[src/rtl/wdt_pkg.sv]
package wdt_pkg;
  // Register word addresses
  localparam int ADR_COUNT = 0;
  localparam int ADR_INIT  = 1;
  localparam int ADR_CTRL  = 2;
  localparam int ADR_STS1  = 3;
  localparam int ADR_STS2  = 4;

  // Bit positions software decodes
  localparam int HALT_BIT     = 11;
  localparam int NOREBOOT_BIT = 0;
  localparam int TO_BIT       = 3;
  localparam int SECOND_BIT   = 1;
  localparam int BOOT_BIT     = 2;

  // Write-one-to-clear strobes for the sticky flags
  typedef struct packed {
    logic to;
    logic second;
    logic boot;
  } wdt_clr_t;
endpackage

[src/rtl/wdt_cfg_regs.sv]
module wdt_cfg_regs
  import wdt_pkg::*;
#(
  parameter int CNT_W    = 10,
  parameter int DATA_W   = 16,
  parameter int ADDR_W   = 3,
  parameter int INIT_RST = 50,
  parameter int MIN_INIT = 4
) (
  input  logic                clk,
  input  logic                rst,
  input  logic                wr,
  input  logic [ADDR_W-1:0]   addr,
  input  logic [DATA_W/8-1:0] be,
  input  logic [DATA_W-1:0]   wdata,
  output logic [CNT_W-1:0]    init_val,
  output logic [DATA_W-1:0]   init_word,
  output logic [DATA_W-1:0]   ctrl_word,
  output logic                halt,
  output logic                noreboot,
  output logic                reload,
  output wdt_clr_t            clr
);
  localparam int NB   = DATA_W / 8;
  localparam int HI_W = DATA_W - CNT_W;

  logic [DATA_W-1:0] bmask;
  logic [DATA_W-1:0] wd_m;
  logic [DATA_W-1:0] init_next;
  logic [DATA_W-1:0] ctrl_next;
  logic [HI_W-1:0]   init_hi;
  logic              sel_count, sel_init, sel_ctrl, sel_sts1, sel_sts2;

  for (genvar b = 0; b < NB; b++) begin : g_lane
    assign bmask[b*8 +: 8] = {8{be[b]}};
  end

  assign wd_m      = wdata & bmask;
  assign sel_count = wr && (addr == ADDR_W'(ADR_COUNT));
  assign sel_init  = wr && (addr == ADDR_W'(ADR_INIT));
  assign sel_ctrl  = wr && (addr == ADDR_W'(ADR_CTRL));
  assign sel_sts1  = wr && (addr == ADDR_W'(ADR_STS1));
  assign sel_sts2  = wr && (addr == ADDR_W'(ADR_STS2));

  assign init_word = {init_hi, init_val};

  always_comb begin
    ctrl_word               = '0;
    ctrl_word[HALT_BIT]     = halt;
    ctrl_word[NOREBOOT_BIT] = noreboot;
  end

  assign init_next = wd_m | (init_word & ~bmask);
  assign ctrl_next = wd_m | (ctrl_word & ~bmask);

  always_ff @(posedge clk) begin
    if (rst) begin
      init_val <= CNT_W'(INIT_RST);
      init_hi  <= '0;
      halt     <= 1'b1;
      noreboot <= 1'b1;
    end else begin
      if (sel_init) begin
        init_hi <= init_next[DATA_W-1:CNT_W];
        if (init_next[CNT_W-1:0] >= CNT_W'(MIN_INIT))
          init_val <= init_next[CNT_W-1:0];
      end
      if (sel_ctrl) begin
        halt     <= ctrl_next[HALT_BIT];
        noreboot <= ctrl_next[NOREBOOT_BIT];
      end
    end
  end

  assign reload     = sel_count;
  assign clr.to     = sel_sts1 && wd_m[TO_BIT];
  assign clr.second = sel_sts2 && wd_m[SECOND_BIT];
  assign clr.boot   = sel_sts2 && wd_m[BOOT_BIT];
endmodule

[src/rtl/wdt_down_counter.sv]
module wdt_down_counter #(
  parameter int CNT_W    = 10,
  parameter int INIT_RST = 50
) (
  input  logic             clk,
  input  logic             rst,
  input  logic             tick,
  input  logic             halt,
  input  logic             reload,
  input  logic [CNT_W-1:0] init_val,
  output logic [CNT_W-1:0] cnt,
  output logic             expire
);
  logic step;
  logic last;

  assign step   = tick && !halt && !reload;
  assign last   = (cnt <= CNT_W'(1));
  assign expire = step && last;

  always_ff @(posedge clk) begin
    if (rst)
      cnt <= CNT_W'(INIT_RST);
    else if (reload)
      cnt <= init_val;
    else if (step)
      cnt <= last ? init_val : cnt - CNT_W'(1);
  end
endmodule

[src/rtl/wdt_escalate.sv]
module wdt_escalate
  import wdt_pkg::*;
(
  input  logic     clk,
  input  logic     rst,
  input  logic     expire,
  input  logic     noreboot,
  input  wdt_clr_t clr,
  output logic     sts_to,
  output logic     sts_2nd,
  output logic     sts_boot,
  output logic     event_o,
  output logic     reset_req
);
  logic second_hit;
  logic fire;

  assign second_hit = expire && sts_to;
  assign fire       = second_hit && !noreboot;

  always_ff @(posedge clk) begin
    if (rst) begin
      sts_to    <= 1'b0;
      sts_2nd   <= 1'b0;
      sts_boot  <= 1'b0;
      event_o   <= 1'b0;
      reset_req <= 1'b0;
    end else begin
      event_o <= expire && !sts_to;
      if (expire)      sts_to <= 1'b1;
      else if (clr.to) sts_to <= 1'b0;
      if (second_hit)      sts_2nd <= 1'b1;
      else if (clr.second) sts_2nd <= 1'b0;
      if (fire)          sts_boot <= 1'b1;
      else if (clr.boot) sts_boot <= 1'b0;
      if (fire) reset_req <= 1'b1;
    end
  end
endmodule

[src/rtl/wdog_twostage.sv]
module wdog_twostage
  import wdt_pkg::*;
#(
  parameter int CNT_W    = 10,
  parameter int DATA_W   = 16,
  parameter int ADDR_W   = 3,
  parameter int INIT_RST = 50,
  parameter int MIN_INIT = 4
) (
  input  logic                clk,
  input  logic                rst,
  input  logic                tick_i,
  input  logic [ADDR_W-1:0]   bus_addr,
  input  logic                bus_wr,
  input  logic                bus_rd,
  input  logic [DATA_W/8-1:0] bus_be,
  input  logic [DATA_W-1:0]   bus_wdata,
  output logic [DATA_W-1:0]   bus_rdata,
  output logic                bus_rvalid,
  output logic                first_evt_o,
  output logic                sys_rst_req_o
);
  logic [CNT_W-1:0]  w_init;
  logic [DATA_W-1:0] w_init_word, w_ctrl_word;
  logic              w_halt, w_noreboot, w_reload;
  wdt_clr_t          w_clr;
  logic [CNT_W-1:0]  w_cnt;
  logic              w_expire;
  logic              w_sts_to, w_sts_2nd, w_sts_boot;
  logic [DATA_W-1:0] sts1_word, sts2_word, rd_mux;

  wdt_cfg_regs #(
    .CNT_W(CNT_W), .DATA_W(DATA_W), .ADDR_W(ADDR_W),
    .INIT_RST(INIT_RST), .MIN_INIT(MIN_INIT)
  ) u_regs (
    .clk(clk), .rst(rst), .wr(bus_wr), .addr(bus_addr), .be(bus_be),
    .wdata(bus_wdata), .init_val(w_init), .init_word(w_init_word),
    .ctrl_word(w_ctrl_word), .halt(w_halt), .noreboot(w_noreboot),
    .reload(w_reload), .clr(w_clr)
  );

  wdt_down_counter #(.CNT_W(CNT_W), .INIT_RST(INIT_RST)) u_cnt (
    .clk(clk), .rst(rst), .tick(tick_i), .halt(w_halt), .reload(w_reload),
    .init_val(w_init), .cnt(w_cnt), .expire(w_expire)
  );

  wdt_escalate u_esc (
    .clk(clk), .rst(rst), .expire(w_expire), .noreboot(w_noreboot),
    .clr(w_clr), .sts_to(w_sts_to), .sts_2nd(w_sts_2nd),
    .sts_boot(w_sts_boot), .event_o(first_evt_o), .reset_req(sys_rst_req_o)
  );

  always_comb begin
    sts1_word             = '0;
    sts1_word[TO_BIT]     = w_sts_to;
    sts2_word             = '0;
    sts2_word[SECOND_BIT] = w_sts_2nd;
    sts2_word[BOOT_BIT]   = w_sts_boot;
    case (bus_addr)
      ADDR_W'(ADR_COUNT): rd_mux = DATA_W'(w_cnt);
      ADDR_W'(ADR_INIT):  rd_mux = w_init_word;
      ADDR_W'(ADR_CTRL):  rd_mux = w_ctrl_word;
      ADDR_W'(ADR_STS1):  rd_mux = sts1_word;
      ADDR_W'(ADR_STS2):  rd_mux = sts2_word;
      default:            rd_mux = '0;
    endcase
  end

  always_ff @(posedge clk) begin
    if (rst) begin
      bus_rvalid <= 1'b0;
      bus_rdata  <= '0;
    end else begin
      bus_rvalid <= bus_rd;
      if (bus_rd) bus_rdata <= rd_mux;
    end
  end
endmodule

[config.mk]
export PLATFORM = sky130hd
export DESIGN_NAME = wdog_twostage
export DESIGN_NICKNAME = d
export VERILOG_FILES = /design/src/rtl/wdt_pkg.sv /design/src/rtl/wdt_cfg_regs.sv /design/src/rtl/wdt_down_counter.sv /design/src/rtl/wdt_escalate.sv /design/src/rtl/wdog_twostage.sv
export SDC_FILE = /design/constraint.sdc
export NUM_CORES = 1
export LEC_CHECK = 0
export BUFFER_PORTS_ARGS = -buffer_cell sky130_fd_sc_hd__buf_2
export CAP_MARGIN = 15
export CORE_MARGIN = 1
export CORE_UTILIZATION = 28
export DETAILED_ROUTE_END_ITERATION = 7
export HOLD_SLACK_MARGIN = 0.05
export RECOVER_POWER = 25
export SETUP_SLACK_MARGIN = 0.4
export SLEW_MARGIN = 25
export SYNTH_ARGS = -nofsm -noshare
export SYNTH_HDL_FRONTEND = slang
export SYNTH_SLANG_ARGS = --single-unit
export TNS_END_PERCENT = 30
[constraint.sdc]
create_clock -name clk -period 5.1 [get_ports clk]
set_clock_uncertainty 0.1 [all_clocks]
set_input_delay 0.255 -clock clk [delete_from_list [all_inputs] [get_ports clk]]
set_output_delay 0.255 -clock clk [all_outputs]
set_load 0.01 [all_outputs]
==> results of run 1 <==
[power breakdown]
group / leakage [nW] / total (mW) / internal, mW / switching, mW
combinational: 0.611 / 0.0678 / 0.0266 / 0.0413
clock: 0.0683 / 0.337 / 0.197 / 0.141
sequential: 0.404 / 0.400 / 0.395 / 0.00439
[worst reg2reg max path, cell delays in order (launching register included)]
cell      delay [ns]
dfxtp_1         0.46
inv_1           0.08
ha_1            0.25
o21bai_1        0.48
o31ai_2         0.20
or3_1           0.38
a31oi_1         0.15
[area by class of cell]
cell class	instances	area, um^2	share of cell area [%]
Sequential cell	50	1001	34.01
Timing Repair Buffer	45	220.2	7.483
Multi-Input combinational cell	218	1423	48.34
Clock buffer	5	68.82	2.338
Clock inverter	3	68.82	2.338
Tap cell	108	135.1	4.592
Inverter	7	26.28	0.8929
[logic make-up (layout without fill, tap and decap cells)]
kind of cell               after synthesis  in the layout  synth area share (%)
buffers and inverters                   22             60                 3.440
muxes                                   27             27                 11.07
adders and majority gates                2              2                0.9968
and+or+nand+nor                        126            126                 28.41
AOI/OAI and AO/OA                       63             63                 16.20
DFF                                     50             50                 39.88
[routing by layer]
metal	track usage, %	wire length, um
met1	19.43	3147
met2	22.64	2998
met3	2.746	268
met4	4.592	110
met5	0	0
[synth_stat cells, drive strengths merged, types with 3 or more instances]
| cell type | n | area, um^2 |
|---|---|---|
| o311ai | 3 | 26.28 |
| nand3 | 11 | 55.05 |
| nor4 | 4 | 40.04 |
| nor3 | 5 | 25.02 |
| o32ai | 3 | 26.28 |
| o2bb2ai | 3 | 26.28 |
| nand3b | 5 | 37.54 |
| or4 | 3 | 22.52 |
| nor2 | 37 | 138.9 |
| mux2i | 21 | 210.2 |
| mux2 | 6 | 67.56 |
| nand2 | 7 | 26.28 |
| a31oi | 5 | 31.28 |
| inv | 7 | 26.28 |
| or3 | 4 | 25.02 |
| o211ai | 5 | 37.54 |
| nor2b | 24 | 150.1 |
| a21oi | 26 | 133.9 |
| clkbuf | 11 | 41.29 |
| buf | 4 | 18.76 |
| o21ai | 11 | 55.05 |
| nand2b | 15 | 93.84 |
| dfxtp | 50 | 1001 |
| nor3b | 3 | 22.52 |
[through the flow]
| step | area (um^2) | setup slack (ns) |
|---|---|---|
| global route | 2943 | 2.775 |
| detailed placement | 2805 | 2.972 |
| finish | 2943 | 2.928 |
| floorplan | 2510 | 3.157 |
| global placement | 2805 | 3.018 |
| CTS | 2943 | 2.946 |
[worst max-delay path by stage]
stage / endpoint / depth (start not counted) / from / slack [ns]
6_report: u_cnt.cnt[0] / 6 / u_cnt.cnt[0] / 2.93
3_5_place_dp: u_cnt.cnt[9] / 4 / u_cnt.cnt[2] / 2.97
5_1_grt: u_cnt.cnt[0] / 6 / u_cnt.cnt[0] / 2.78
3_3_place_gp: u_cnt.cnt[9] / 4 / u_cnt.cnt[2] / 3.02
2_1_floorplan: u_cnt.cnt[9] / 5 / u_cnt.cnt[2] / 3.16
4_1_cts: u_cnt.cnt[0] / 6 / u_cnt.cnt[0] / 2.95
==> flow_metrics.py, run 1 <==
metrics = {
    "status": {
        "outcome": "complete, no violations",
    },
    "worst_setup_path": {
        "slowest_stage": "o21bai_1",
        "worstSetupPathType": "register to register",
        "crit_buf_inv": 1,
        "critical_path_arrival_ns": 2.32,
        "r2r_end": "u_cnt.cnt[0]",
        "r2r_slack_ns": 2.93,
        "endpoint_kind": "register",
        "slowest_delay_ns": 0.48,
        "critPathMaxFanout": 7,
        "worstPathCellList": "inv_1 > ha_1 > o21bai_1 > o31ai_2 > or3_1 > a31oi_1",
        "startpoint_type": "register",
        "ff2ff_path_depth": 6,
        "worstPathRequired_ns": 5.25,
        "timing.rr.start": "u_cnt.cnt[0]",
        "critPathTopFamily": "compound AO/OA/AOI/OAI gates",
    },
    "synth": {
        "synth_cell_type_count": 41,
        "synth_area_um2": 2510,
        "synthArstFlopShare_pct": 0,
        "synth_nets": 318,
        "syn_avg_cell_area_um2": 8.655,
        "ys_seq_area_share_pct": 39.88,
        "synth-edff-count": 0,
        "synth-seq-cells": 50,
        "synth-main-ff-cell": "dfxtp_1",
        "synthCells": 290,
        "yosysWarnings": 0,
    },
    "timing": {
        "tightest_slew_ns": 0.8495,
        "hold_violations": 0,
        "final.setup.tns_ns": 0,
        "period_share_pct": 42.60,
        "drv_slew": 0,
        "clock.fmax_mhz": 460.3,
        "rsz0062_at_grt": "no",
        "min_period_ns": 2.172,
        "timing.hold.ws_ns": 0.07004,
        "relSlewSlack_pct": 43.37,
        "setup_violations": 0,
    },
    "placed_design": {
        "port_buffers": 44,
        "gp_congestion": 0.8684,
        "dpl.cell_count": 427,
        "detailed_place_hpwl_um": 4719,
    },
    "clock_network": {
        "postCtsHoldBufs": 0,
        "cts_tree": "done",
        "cts-buffers-inserted": 5,
        "cts_htree_levels": 2,
        "cts_resized": 0,
        "clockBufferDepth": 2,
        "clk_pin_slew_worst_paths_ns": 0.10,
        "clock-sinks": 50,
        "cts_root_buf": "clkbuf_8",
        "postCtsSetupRepairBufs": 0,
        "clk_latency_ns": 0.31,
    },
    "global_route": {
        "grt_pass1_vias": 2126,
        "grt_usage_pct": 14.27,
        "grt_pass1_wl_um": 10840,
        "grt_max_degree": 62,
        "overflow": 0,
        "antenna_found_initial": 0,
    },
    "finish": {
        "final_cell_mix": "dfxtp_1, nor2_1, buf_2, a21oi_1, nor2b_1",
        "fillers": 896,
        "area_growth_pct": 17.25,
        "post-route-util_pct": 33.74,
        "n_antenna_cell": 0,
        "instances_no_fill": 436,
        "mostFrequentLayoutCell": "dfxtp_1",
        "drive_above_1_share_pct": 15.24,
        "layout.nets": 355,
    },
    "routing": {
        "drtIter0Drc": 173,
        "drtAntennaViolNets": 0,
        "viasPerCell": 5.096,
        "vias": 2222,
        "wl_per_cell_um": 14.97,
        "wirelength_um": 6525,
        "drc": 0,
        "firstDrtPassIters": 4,
    },
    "worst_hold_path": {
        "hold_path_class": "input pin to register",
        "holdPathStages": 3,
        "worstHoldStart": "bus_wdata[11]",
    },
    "floorplanning": {
        "die_w_um": 96.68,
        "row_count": 34,
        "coreArea_um2": 8721,
        "dieArea_um2": 9347,
        "io_pins": 45,
        "initial_core_util_pct": 28.78,
        "die-height_um": 96.68,
    },
    "power": {
        "finalPower_uw": 804.8,
        "p_per_area_nw_per_um2": 273.5,
        "peakVddDrop_mv": 0.1787,
        "p_leak_nw": 1.084,
    },
    "run": {
        "drv_cap": 0,
    },
}
(Power assumes the default switching activity.)
==> run 2: changes to the inputs <==
clock period = 2.1 ns   (was 5.1 ns; I/O delays follow)
==> flow_metrics.py, run 2 (synthesis gave the netlist of run 1 again) <==
metrics = {
    "status": {
        "violations": "capacitance limit, slew limit",
        "outcome": "finished, violations left",
    },
    "finish": {
        "mostFrequentLayoutCell": "dfxtp_1",
        "fillers": 869,
        "drive_above_1_share_pct": 24.11,
        "layout.nets": 392,
        "area_growth_pct": 31.61,
        "final_cell_mix": "dfxtp_1, nor2_1, buf_2, a21oi_1, nor2b_1",
        "n_antenna_cell": 0,
        "post-route-util_pct": 37.88,
    },
    "worst_hold_path": {
        "hold_path_end": "u_regs.init_val[8]",
        "hold_path_class": "input pin to register",
        "holdPathStages": 3,
        "worstHoldStart": "bus_be[1]",
    },
    "power": {
        "peakVddDrop_mv": 0.4088,
        "pwr-share-seq_pct": 53.9,
        "p_per_area_nw_per_um2": 545.3,
        "finalPower_mw": 1.801,
        "power.internal_mw": 1.330,
        "clock_power_share_pct": 34.4,
        "netSwitchingPower_uw": 470.7,
        "p_leak_nw": 1.252,
        "power_frac_comb_pct": 11.7,
        "switching_share_pct": 26.13,
    },
    "worst_setup_path": {
        "r2r_end": "u_cnt.cnt[9]",
        "slowest_stage": "or4_4",
        "crit_buf_inv": 0,
        "timing.rr.start": "u_cnt.cnt[2]",
        "r2r_slack_ns": 0.18,
        "worstPathRequired_ns": 2.14,
        "slowest_delay_ns": 0.58,
        "worstPathCellList": "or4_4 > or3_4 > a221oi_4 > o41ai_1",
        "critPathMaxFanout": 6,
        "cp.depth": 4,
        "endpoint_kind": "register",
        "worstSetupPathType": "register to register",
        "critical_path_arrival_ns": 1.96,
        "critPathTopFamily": "simple AND/OR/NAND/NOR gates",
        "ff2ff_path_depth": 4,
        "startpoint_type": "register",
    },
    "clock_network": {
        "cts_htree_levels": 2,
        "cts_tree": "done",
        "clockBufferDepth": 2,
        "clock-sinks": 50,
        "cts_root_buf": "clkbuf_8",
        "cts-buffers-inserted": 5,
        "clk_pin_slew_worst_paths_ns": 0.10,
        "clk_latency_ns": 0.31,
    },
    "placed_design": {
        "gp_congestion": 0.8693,
        "detailed_place_hpwl_um": 4969,
        "port_buffers": 44,
    },
    "global_route": {
        "antenna_found_initial": 0,
        "grt_usage_pct": 14.87,
        "grt_max_degree": 40,
        "grt_pass1_wl_um": 11610,
        "overflow": 0,
        "grt_pass1_vias": 2360,
    },
    "timing": {
        "period_share_pct": 91.27,
        "setup_violations": 0,
        "drv_slew": 40,
        "relSlewSlack_pct": -4.785,
        "rsz0062_at_grt": "yes",
        "hold_violations": 0,
        "tightest_slew_ns": 1.572,
        "clock.fmax_mhz": 521.8,
        "min_period_ns": 1.917,
        "final.setup.tns_ns": 0,
    },
    "routing": {
        "wl_per_cell_um": 14.63,
        "vias": 2413,
        "wirelength_um": 6921,
        "firstDrtPassIters": 4,
        "drtIter0Drc": 180,
        "drc": 0,
        "viasPerCell": 5.101,
        "drtAntennaViolNets": 0,
    },
    "run": {
        "drv_cap": 1,
    },
    "floorplanning": {
        "initial_core_util_pct": 28.78,
        "row_count": 34,
        "io_pins": 45,
        "die_w_um": 96.68,
        "coreArea_um2": 8721,
        "dieArea_um2": 9347,
        "die-height_um": 96.68,
    },
}
[run 2: cell types whose count changed in the layout (fill, tap and decap cells not counted), moves of 2 or more]
cell           change
bufinv_16          -2
or3_1              -2
or3_4              +2
dlygate4sd3_1     +16
or4_1              -2
dfxtp_2            +6
or4_4              +2
buf_4             +20
dfxtp_1            -6
[run 2: power by group through the flow]
stage	logic [mW]	clock network, mW	registers (mW)
2_1_floorplan	0.103	0	0.991
3_3_place_gp	0.177	0	0.992
3_5_place_dp	0.179	0	0.993
4_1_cts	0.203	0.633	0.971
5_1_grt	0.229	0.667	0.974
6_report	0.210	0.620	0.971
[run 2: timing repair]
action                     CTS  global route
pin swaps                    5             4
hold endpoints to repair    18             0
setup buffers                4             3
hold buffers                16             0
resized for setup            7            11
setup endpoints to repair   23            25
[run 2: cell type report]
cell class | count | area (um^2) | share of cell area (%)
inverter | 7 | 26.28 | 0.7955
tap | 108 | 135.1 | 4.091
clock inverter | 2 | 16.27 | 0.4924
multi-input combinational | 218 | 1506 | 45.61
timing repair buffer | 82 | 528.0 | 15.98
sequential | 50 | 1008 | 30.53
clock buffer | 6 | 82.58 | 2.500
[run 2: how the worst max path moves through the flow]
| stage | startpoint | end |
|---|---|---|
| detailed placement | u_cnt.cnt[5] | u_esc.event_o |
| floorplan | u_cnt.cnt[5] | u_cnt.cnt[7] |
| CTS | u_cnt.cnt[2] | u_cnt.cnt[9] |
| global route | u_cnt.cnt[2] | u_cnt.cnt[9] |
| global placement | u_cnt.cnt[5] | u_esc.event_o |
| finish | u_cnt.cnt[2] | u_cnt.cnt[9] |
[run 2: metal layers]
| layer | wire length, um | track usage (%) |
|---|---|---|
| met3 | 348 | 2.962 |
| met4 | 125 | 4.707 |
| met1 | 3094 | 18.42 |
| met2 | 3352 | 25.79 |
| met5 | 0 | 0 |
[run 2: tightest hold or removal path: stages]
cell	delay, ns
buf_2	0.14
nand3_1	0.15
o32ai_1	0.09
[run 2: per-stage QoR]
stage / area (um^2) / hold WS, ns / setup slack [ns] / std cells
finish: 3303 / 0.1213 / 0.1834 / 473
global route: 3303 / 0.1394 / 0.1108 / 473
CTS: 3239 / 0.1019 / 0.2559 / 470
detailed placement: 2932 / 0.2513 / 0.08003 / 442
global placement: 2932 / 0.2396 / 0.1360 / 442
floorplan: 2530 / 0.1377 / 0.2569 / 290
==> run 3: changes to the inputs <==
--- a/config.mk
+++ b/config.mk
@@ -10,5 +10,6 @@
 export CORE_MARGIN = 1
-export CORE_UTILIZATION = 28
+export CORE_UTILIZATION = 45
 export DETAILED_ROUTE_END_ITERATION = 7
 export HOLD_SLACK_MARGIN = 0.05
+export PLACE_DENSITY = 0.67
 export RECOVER_POWER = 25
==> constraint.sdc (replaced) <==
create_clock -name clk -period 2.1 [get_ports clk]
set_clock_uncertainty 0.1 [all_clocks]
set_input_delay 0 -clock clk [delete_from_list [all_inputs] [get_ports clk]]
set_output_delay 0 -clock clk [all_outputs]
set_load 0.01 [all_outputs]
==> flow_metrics.py, run 3 (synthesis gave the netlist of run 1 again) <==
metrics = {
    "finish": {
        "instances_no_fill": 436,
        "final_cell_mix": "dfxtp_1, nor2_1, buf_2, a21oi_1, nor2b_1",
        "drive_above_1_share_pct": 20.77,
        "n_antenna_cell": 0,
        "final_cell_area_um2": 3246,
        "layout.nets": 393,
        "post-route-util_pct": 61.97,
        "mostFrequentLayoutCell": "dfxtp_1",
        "area_growth_pct": 29.31,
    },
    "routing": {
        "wirelength_um": 6919,
        "drtIter0Drc": 134,
        "vias": 2449,
        "drtAntennaViolNets": 0,
        "firstDrtPassIters": 4,
        "wl_per_cell_um": 15.87,
        "drc": 0,
        "viasPerCell": 5.617,
    },
    "placed_design": {
        "detailed_place_hpwl_um": 4691,
        "post-place-ws_ns": 0.1311,
        "dpl_cell_area_um2": 2861,
        "port_buffers": 44,
        "dpl.cell_count": 401,
        "gp_congestion": 0.8858,
    },
    "global_route": {
        "overflow": 0,
        "grt_usage_pct": 24.86,
        "antenna_found_initial": 0,
        "grt_pass1_wl_um": 11670,
        "grt_pass1_vias": 2438,
        "grt_max_degree": 27,
    },
    "worst_hold_path": {
        "holdPathStages": 4,
        "worstHoldStart": "tick_i",
        "hold_path_class": "input pin to register",
        "hold_path_end": "u_cnt.cnt[2]",
    },
    "worst_setup_path": {
        "critPathMaxFanout": 7,
        "endpoint_kind": "register",
        "critical_path_arrival_ns": 1.91,
        "slowest_stage": "or4_4",
        "startpoint_type": "register",
        "worstPathCellList": "or4_4 > or3_1 > a221oi_2 > o41ai_1",
        "r2r_slack_ns": 0.27,
        "crit_buf_inv": 0,
        "worstSetupPathType": "register to register",
        "worstPathRequired_ns": 2.19,
        "slowest_delay_ns": 0.59,
        "ff2ff_path_depth": 4,
        "timing.rr.start": "u_cnt.cnt[5]",
        "r2r_end": "u_cnt.cnt[9]",
        "critPathTopFamily": "simple AND/OR/NAND/NOR gates",
    },
    "timing": {
        "clock.fmax_mhz": 546.8,
        "tightest_slew_ns": 0.6204,
        "fin_ws_ns": 0.2712,
        "drv_slew": 0,
        "relSlewSlack_pct": 58.64,
        "timing.hold.ws_ns": 0.06706,
        "setup_violations": 0,
        "min_period_ns": 1.829,
        "period_share_pct": 87.09,
        "rsz0062_at_grt": "yes",
        "hold_violations": 0,
        "final.setup.tns_ns": 0,
    },
    "power": {
        "clock_power_share_pct": 37.2,
        "power.internal_mw": 1.414,
        "p_leak_nw": 1.229,
        "switching_share_pct": 24.83,
        "p_per_area_nw_per_um2": 579.7,
        "peakVddDrop_mv": 0.3719,
        "netSwitchingPower_uw": 467.1,
        "finalPower_mw": 1.881,
        "pwr-share-seq_pct": 51.6,
        "power_frac_comb_pct": 11.2,
    },
    "clock_network": {
        "cts_tree": "done",
        "cts_htree_levels": 2,
        "cts_root_buf": "clkbuf_8",
        "cts-buffers-inserted": 5,
        "clock-sinks": 50,
        "clk_pin_slew_worst_paths_ns": 0.10,
        "clk_latency_ns": 0.31,
        "clockBufferDepth": 2,
    },
    "floorplanning": {
        "row_count": 26,
        "die-height_um": 76.69,
        "io_pins": 45,
        "initial_core_util_pct": 47.92,
        "coreArea_um2": 5238,
        "dieArea_um2": 5881,
        "die_w_um": 76.69,
    },
    "status": {
        "outcome": "complete, no violations",
    },
    "run": {
        "drv_cap": 0,
    },
}
[run 3: cell count changes in the layout (fill, tap and decap cells not counted), sizes merged]
cell / before / now
dlygate4sd3: 16 / 21
buf: 50 / 45
bufinv: 0 / 1
clkinvlp: 1 / 2
inv: 8 / 7
[run 3: worst max path at each step]
stage            startpoint      endpoint  depth (start not counted)
6_report       u_cnt.cnt[5]  u_cnt.cnt[9]                          4
5_1_grt        u_cnt.cnt[0]  u_cnt.cnt[9]                          6
4_1_cts        u_cnt.cnt[5]  u_cnt.cnt[9]                          4
3_5_place_dp   u_cnt.cnt[3]  u_cnt.cnt[7]                          4
3_3_place_gp   u_cnt.cnt[3]  u_cnt.cnt[9]                          4
2_1_floorplan  u_cnt.cnt[5]  u_cnt.cnt[7]                          5
[run 3: power by group through the flow]
| stage | registers, mW | clock network, mW | logic [mW] |
|---|---|---|---|
| 6_report | 0.971 | 0.700 | 0.210 |
| 4_1_cts | 0.970 | 0.707 | 0.206 |
| 3_3_place_gp | 0.992 | 0 | 0.169 |
| 5_1_grt | 0.973 | 0.739 | 0.230 |
| 2_1_floorplan | 0.991 | 0 | 0.103 |
| 3_5_place_dp | 0.992 | 0 | 0.170 |
[run 3: cell type report]
class | instances | area (um^2)
clock inverters | 3 | 45.04
well taps | 70 | 87.58
inverters | 7 | 26.28
clock buffers | 5 | 68.82
repair buffers | 83 | 544.3
fillers | 491 | 1992
flip-flops and latches | 50 | 1007
multi-input cells | 218 | 1466
[run 3: per-layer routing]
metal	global-route usage [%]	part of all wire (%)	routed length, um
met5	0	0	0
met4	5.769	2.0	136
met3	3.214	4.6	315
met2	41.52	47	3241
met1	33.90	47	3226
[run 3: timing repair]
| item | CTS | global route |
|---|---|---|
| hold endpoints to repair | 22 | 0 |
| buffers inserted | 4 | 1 |
| resized for setup | 6 | 5 |
| endpoints found under the setup margin | 23 | 24 |
| pin swaps | 4 | 2 |
| gates cloned | 1 | 0 |
| hold buffers | 21 | 0 |
[run 3: worst register-to-register path, delay by kind of cell (launching register included)]
family          cells  cell delay [ns]
compound gates      2             0.34
flops               1             0.33
simple gates        2             0.93
